## src/rtl/pf_pkg.sv

```systemverilog
package pf_pkg;
  typedef enum logic {
    PWR_LOCK = 1'b0,
    PWR_RUN  = 1'b1
  } pwr_state_e;
endpackage

```

## src/rtl/pf_supply_mon.sv

```systemverilog
module pf_supply_mon
  import pf_pkg::*;
(
  input  logic clk,
  input  logic rst,
  input  logic sup_ok,
  input  logic sup_sw,
  input  logic sup_full,
  output logic run_nxt,
  output logic bat_sel
);
  pwr_state_e state_q, state_d;

  // lock on fail, unlock only on full-function level, hold otherwise
  always_comb begin
    state_d = state_q;
    if (!sup_ok)       state_d = PWR_LOCK;
    else if (sup_full) state_d = PWR_RUN;
  end

  always_ff @(posedge clk) begin
    if (rst) begin
      state_q <= PWR_LOCK;
      bat_sel <= 1'b1;
    end else begin
      state_q <= state_d;
      bat_sel <= ~sup_sw;
    end
  end

  assign run_nxt = (state_d == PWR_RUN);
endmodule

```

## src/rtl/pf_bank_dec.sv

```systemverilog
module pf_bank_dec #(
  parameter int BANK_BITS = 1
) (
  input  logic                      en,
  input  logic [BANK_BITS-1:0]      sel,
  output logic [(1<<BANK_BITS)-1:0] bank_n
);
  localparam int NB = 1 << BANK_BITS;

  for (genvar b = 0; b < NB; b++) begin : g_bank
    assign bank_n[b] = ~(en && (sel == BANK_BITS'(b)));
  end
endmodule

```

## src/rtl/pf_access_ctrl.sv

```systemverilog
module pf_access_ctrl #(
  parameter int ADDR_W    = 20,
  parameter int BANK_BITS = 1,
  parameter int RECOV_CYC = 2
) (
  input  logic                      clk,
  input  logic                      rst,
  input  logic                      run,
  input  logic                      ce_n,
  input  logic                      we_n,
  input  logic                      oe_n,
  input  logic [ADDR_W-1:0]         addr,
  output logic [(1<<BANK_BITS)-1:0] bank_ce_n,
  output logic [ADDR_W-BANK_BITS-1:0] mem_addr,
  output logic                      wr_strobe_n,
  output logic                      dout_en,
  output logic                      proto_err
);
  localparam int NB    = 1 << BANK_BITS;
  localparam int LOW_W = ADDR_W - BANK_BITS;
  localparam int CNT_W = (RECOV_CYC > 0) ? $clog2(RECOV_CYC + 1) : 1;

  logic [CNT_W-1:0] rec_q;
  logic             wr_q;
  logic             busy, grant, wr_d, rd_d, err_d;
  logic [NB-1:0]    dec_n;

  // recovery covers the counter and the cycle in which the write ends
  assign busy  = (rec_q != '0) || (wr_q && we_n);
  assign grant = run && !ce_n && !busy;
  assign wr_d  = grant && !we_n;
  assign rd_d  = grant && we_n && !oe_n;
  assign err_d = run && !ce_n && busy;

  pf_bank_dec #(.BANK_BITS(BANK_BITS)) u_dec (
    .en     (grant),
    .sel    (addr[ADDR_W-1 -: BANK_BITS]),
    .bank_n (dec_n)
  );

  always_ff @(posedge clk) begin
    if (rst) begin
      rec_q       <= '0;
      wr_q        <= 1'b0;
      bank_ce_n   <= '1;
      mem_addr    <= '0;
      wr_strobe_n <= 1'b1;
      dout_en     <= 1'b0;
      proto_err   <= 1'b0;
    end else begin
      wr_q        <= wr_d;
      bank_ce_n   <= dec_n;
      wr_strobe_n <= ~wr_d;
      dout_en     <= rd_d;
      proto_err   <= err_d;
      if (grant) mem_addr <= addr[LOW_W-1:0];
      if (!run)                rec_q <= '0;
      else if (wr_q && !wr_d)  rec_q <= CNT_W'(RECOV_CYC);
      else if (rec_q != '0)    rec_q <= rec_q - 1'b1;
    end
  end
endmodule

```

## src/rtl/pfsram_ctrl.sv

```systemverilog
module pfsram_ctrl #(
  parameter int ADDR_W    = 20,
  parameter int BANK_BITS = 1,
  parameter int RECOV_CYC = 2
) (
  input  logic                          clk,
  input  logic                          rst,
  input  logic                          ce_n,
  input  logic                          we_n,
  input  logic                          oe_n,
  input  logic [ADDR_W-1:0]             addr,
  input  logic                          sup_ok,
  input  logic                          sup_sw,
  input  logic                          sup_full,
  output logic [(1<<BANK_BITS)-1:0]     bank_ce_n,
  output logic [ADDR_W-BANK_BITS-1:0]   mem_addr,
  output logic                          wr_strobe_n,
  output logic                          dout_en,
  output logic                          bat_sel,
  output logic                          proto_err
);
  logic run_nxt;

  pf_supply_mon u_sup (
    .clk      (clk),
    .rst      (rst),
    .sup_ok   (sup_ok),
    .sup_sw   (sup_sw),
    .sup_full (sup_full),
    .run_nxt  (run_nxt),
    .bat_sel  (bat_sel)
  );

  pf_access_ctrl #(
    .ADDR_W    (ADDR_W),
    .BANK_BITS (BANK_BITS),
    .RECOV_CYC (RECOV_CYC)
  ) u_acc (
    .clk         (clk),
    .rst         (rst),
    .run         (run_nxt),
    .ce_n        (ce_n),
    .we_n        (we_n),
    .oe_n        (oe_n),
    .addr        (addr),
    .bank_ce_n   (bank_ce_n),
    .mem_addr    (mem_addr),
    .wr_strobe_n (wr_strobe_n),
    .dout_en     (dout_en),
    .proto_err   (proto_err)
  );
endmodule

```

## config.mk

```make
export PLATFORM = sky130hd
export DESIGN_NAME = pfsram_ctrl
export DESIGN_NICKNAME = d
export VERILOG_FILES = /design/src/rtl/pf_pkg.sv /design/src/rtl/pf_supply_mon.sv /design/src/rtl/pf_bank_dec.sv /design/src/rtl/pf_access_ctrl.sv /design/src/rtl/pfsram_ctrl.sv
export SDC_FILE = /design/constraint.sdc
export NUM_CORES = 1
export LEC_CHECK = 0
export ABC_AREA = 0
export CAP_MARGIN = 20
export CORE_MARGIN = 2
export CORE_UTILIZATION = 50
export CTS_CLUSTER_SIZE = 28
export DETAILED_ROUTE_END_ITERATION = 8
export DONT_BUFFER_PORTS = 1
export PLACE_DENSITY_LB_ADDON = 0.2
export SETUP_SLACK_MARGIN = 0.02
export SLEW_MARGIN = 5
export SYNTH_ARGS = -nofsm -noshare
export SYNTH_HDL_FRONTEND = slang
export SYNTH_HIERARCHICAL = 1
export SYNTH_SLANG_ARGS = --single-unit
```

## constraint.sdc

```tcl
create_clock -name clk -period 1.99 [get_ports clk]
set_clock_uncertainty 0.1 [all_clocks]
set_input_delay 0.199 -clock clk [delete_from_list [all_inputs] [get_ports clk]]
set_output_delay 0.199 -clock clk [all_outputs]
set_load 0.005 [all_outputs]
```

---- Word level (Yosys, flattened, before mapping) ----
Cells that the tools add are included.
W data, S select, Z words.
storage, ports and cells
  flip-flop bits (word level) ............. 29
  output and inout port bits .............. 25
  word-level logic and storage cells ...... 41
operators by class
  $add $sub $neg .......................... 1
  multiplexer cells ....................... 4
  bitwise gates (word level) .............. 6
  reductions and logical operators ........ 20
operator list
  kind                   number
  $logic_and A1 B1 Y1    10
  $not A1 Y1             6
  $logic_not A1 Y1       5
  $mux W2                2
  $reduce_bool A2 Y1     2
  $reduce_or A3 Y1       1
  $mux W1                2
  $reduce_or A2 Y1       1
  $sub A2 B1 Y2 const B  1
  $logic_or A1 B1 Y1     1

---- Logic depth before layout (Yosys ltp) ----
  depth in word-level cells ............... 8
  depth in mapped cells ................... 7

---- Modules after synthesis ----
Netlist, hierarchy kept.
modules (own cells, without submodules)
  module          times used  cells an instance  area each (µm²)
  pf_access_ctrl  1           105                1118.6
  pf_supply_mon   1           5                  67.6
  pf_bank_dec     1           2                  10.0

---- Worst setup path before layout ----
Ideal clock, no wire load.
  path kind ............................... register to register
  from .................................... register u_acc.wr_q
  to ...................................... register u_acc.bank_ce_n[0]
  library setup time ...................... 120 ps
  arrival time ............................ 1175 ps
  slack ................................... 595 ps
  stages on the path, launching flop included .. 7
  path buffers ............................ 2
  path through ............................ dfxtp_1 a211oi_2 and2b_1 buf_4 buf_6 nand2b_1 or2_1
on the way
  longest elaborated chain between the ends .. 6
RTL lines
  element                   line                  source
  start: declaration        pf_access_ctrl.sv:24  logic wr_q;
  start signal: assignment  pf_access_ctrl.sv:51  wr_q <= wr_d;
  $logic_and A1 B1 Y1       pf_access_ctrl.sv:29  assign busy = (rec_q != '0) || (wr_q && we_n);
  $logic_or A1 B1 Y1        pf_access_ctrl.sv:29
  $logic_not A1 Y1          pf_access_ctrl.sv:30  assign grant = run && !ce_n && !busy;
  $logic_and A1 B1 Y1       pf_access_ctrl.sv:30
  net u_acc.grant           pf_access_ctrl.sv:25  logic busy, grant, wr_d, rd_d, err_d;
  $logic_and A1 B1 Y1       pf_bank_dec.sv:11     assign bank_n[b] = ~(en && (sel == BANK_BITS'(b)));
  $not A1 Y1                pf_bank_dec.sv:11
  net u_acc.dec_n[0]        pf_access_ctrl.sv:26  logic [NB-1:0] dec_n;
  end signal: assignment    pf_access_ctrl.sv:52  bank_ce_n <= dec_n;
  end: declaration          pf_access_ctrl.sv:13  output logic [(1<<BANK_BITS)-1:0] bank_ce_n,
The timed path passes the listed nets, and every way through them passes these cells.
A chain may end at the register's enable or synchronous reset.

---- Worst setup path in the final report ----
  from .................................... input port rst
  to ...................................... register u_acc.rec_q[0]
on the way
  longest elaborated chain between the ends .. 1
RTL lines
  element                            line                  source
  start: declaration                 pfsram_ctrl.sv:7      input logic rst,
  $reduce_or A3 Y1 (no source line)  --
  end signal: assignment             pf_access_ctrl.sv:58  else if (wr_q && !wr_d) rec_q <= CNT_W'(RECOV_CYC);
  end signal: assignment             pf_access_ctrl.sv:59  else if (rec_q != '0) rec_q <= rec_q - 1'b1;
  end: declaration                   pf_access_ctrl.sv:23  logic [CNT_W-1:0] rec_q;
Every way passes these cells.

==> results by group <==
Status
  – Status: completed

Clocking
  – TritonCTS Buffers: 5
  – Clock-pin slew on the worst setup and hold paths: about 0.080 ns
  – TritonCTS Sinks: 29
  – CTS tree: done
  – Root buffer cell: clkbuf_4
  – Max clock buf depth: 2
  – H-tree Lvls: 2
  – Clk_lat worst skew: 0.32 ns
  – Post-CTS resize count: 0
  – Post-CTS setup buffers: 0

Floorplanning
  – Core Region: roughly 2200 sq um
  – Die H: 52.9 um
  – I/O Pins: 53
  – Std cell rows: 17
  – Die Width: around 53 um
  – Initial Utilization: 53.6%
  – Die Area: 2800 sq um

Global route
  – First-pass GRT wire length: approximately 3700 um
  – Initial antenna violation count: 0
  – Gr ovfl total: 0
  – Vias in the first global route: a little under 900
  – Overall global routing resource usage: about a fifth
  – Largest net degree at the start of global routing: 47

STA
  – Max_slew headroom: just under 60%
  – Fin crit share: roughly 77%
  – Slew Limit Fails: 0
  – Setup ws final: ~0.45 ns
  – Setup violators final: 0
  – Post-layout min period: ~1.5 ns
  – Max Freq: between 600 and 700 MHz
  – Worst-margin pin slew: between 0.6 and 0.7 ns
  – Worst hold slack: about 0.019 ns
  – Fin. Hold Viols: 0
  – RSZ-0062 raised after global routing: false
  – Final setup TNS: 0 ns

Synth
  – Syn Nets: 140
  – Post-Syn Instances: 112
  – Synth area leaders: dfxtp_1 49%, nand2b_1 22%, mux2i_1 16%
  – Syn_area_per_cell: between 10 and 15 sq um
  – Leading area contributor after synthesis: dfxtp_1
  – Yosys cell types: 20
  – Post-synth top area share: between 40% and 50%
  – Mapped cell area: between 1000 and 1500 sq um
  – Register area share after synthesis: approximately half
  – Post-synthesis register bit count: 29
  – Synth warn: 6

Power
  – Worst IR Drop VDD: approximately 0.57 mV
  – Pwr Density: around 720 nW/um^2
  – Pleak: roughly 0.55 nW
  – Tot Pwr: approximately 1.1 mW

Critical path
  – Worst Setup Start Kind: input pin
  – Crit path capture type: register
  – Crit Path Max Fanout: 25
  – Data arrival, critical path: between 1.5 and 2 ns
  – Req. time, crit path: 2.12 ns
  – Critical path type: input pin to register

Layout
  – Final core occ: between 60 and 70%
  – Register area: roughly 580 sq um
  – Multi-input logic area: 571 sq um
  – Final-stage net count: approximately 170
  – Share of layout cells above drive strength 1: under 10%
  – Area grow syn2layout: 27.2%
  – FILL cells: roughly 190
  – N_diodes: 0
  – Most common cell after layout, fill and taps aside: nand2b_1
  – Most frequent cells in the layout: 42 x nand2b_1, 29 x dfxtp_1, 25 x dlygate4sd3_1, 19 x mux2i_1, 5 x clkbuf_4

Place
  – Post-DP HPWL: 1420 um
  – Post-place setup slack: between 0.5 and 0.6 ns
  – Gpl congestion: around 0.59
  – IO buf count: 0

Route
  – Drt first pass iters: 4
  – Post-DRT Antenna Nets: 0
  – DR DRC count: 0
  – 1st-iter DRT viols: 5
  – Routed via count: ~840
  – Final WL: approximately 2300 um
  – Per-cell routed wire length: between 10 and 15 um
  – Vias per cell: about 5

Hold path
  – Worst min path class: input pin to register

Run
  – Max cap viols: 0
==> registers in the layout (all words and copies together), names as in the netlist <==
register and flops:
u_acc/rec_q 2, u_acc/wr_q 1, u_acc/dout_en 1, u_sup/state_q 1
u_acc/proto_err 1, u_sup/bat_sel 1, u_acc/bank_ce_n 2, u_acc/wr_strobe_n 1
u_acc/mem_addr 19
==> logic make-up (layout without fill, tap and decap cells) <==
logic type             count (synthesis)  after routing  share of synthesized area (%)
AO/OA/AOI/OAI                          5              5                           3.14
buffers and inverters                  7             35                           3.77
flip-flops                            29             29                           48.5
multiplexers                          19             19                           15.9
AND/OR/NAND/NOR                       52             52                           28.7
==> routing by layer <==
metal / up-vias / global-route usage [%] / part of all wire (%) / wire length (um)
met5: - / 0 / 0 / 0
met4: 0 / 10.7 / 2.7 / 63
met3: 9 / 10.7 / 8.2 / 189
met2: 33 / 32.9 / 50 / 1160
met1: 381 / 17.9 / 39 / 903
li1: 421 / - / - / -
==> area by class of cell <==
| type | count | area share (%) |
|---|---|---|
| multi-input combinational | 76 | 37.5 |
| sequential | 29 | 38.2 |
| timing repair buffer | 28 | 18.4 |
| clock buffer | 7 | 3.62 |
| tap | 28 | 2.30 |
==> cell usage after synthesis <==
library cell and number:
a211oi_2 1, a21oi_1 1, and2b_1 1, and4bb_1 1, buf_4 1, buf_6 2
clkbuf_1 4, dfxtp_1 29, mux2i_1 19, nand2_1 1, nand2b_1 42, nor2b_4 1
nor3_1 1, nor3b_1 1, nor4b_1 1, o21a_1 1, o21ai_0 1, o31ai_1 1
or2_1 2, or3b_1 1
==> stage by stage <==
stage	cells	area (sq um)
2_1_floorplan	112	1200
3_3_place_gp	135	1200
4_1_cts	166	1500
6_report	168	1520
5_1_grt	168	1520
3_5_place_dp	135	1200
==> final timing paths <==
| path | slack [ns] | depth (start not counted) | to | start |
|---|---|---|---|---|
| min reg2reg | 0.40 | 2 | u_acc/mem_addr[11] | u_acc/mem_addr[11] |
| min | 0.02 | 2 | u_acc/proto_err | we_n |
| max | 0.45 | 4 | u_acc/rec_q[0] | rst |
| max reg2reg | 0.50 | 5 | u_acc/bank_ce_n[0] | u_acc/wr_q |
==> power breakdown <==
part / internal [mW] / leakage (nW) / switching, mW
logic: 0.0738 / 0.287 / 0.0426
registers: 0.600 / 0.236 / 0.0140
clock network: 0.166 / 0.0314 / 0.192
==> worst max-delay path, cell delays in order <==
cell	delay [ns]
dlygate4sd3_1	0.78
buf_8	0.26
nand2b_1	0.18
nor4b_1	0.24
==> repair_timing <==
item | in CTS | in global routing
setup endpoints to repair | 0 | 0
hold buffers | 24 | 1
endpoints found under the hold margin | 28 | 1
Power figures use the tool's default switching activity.
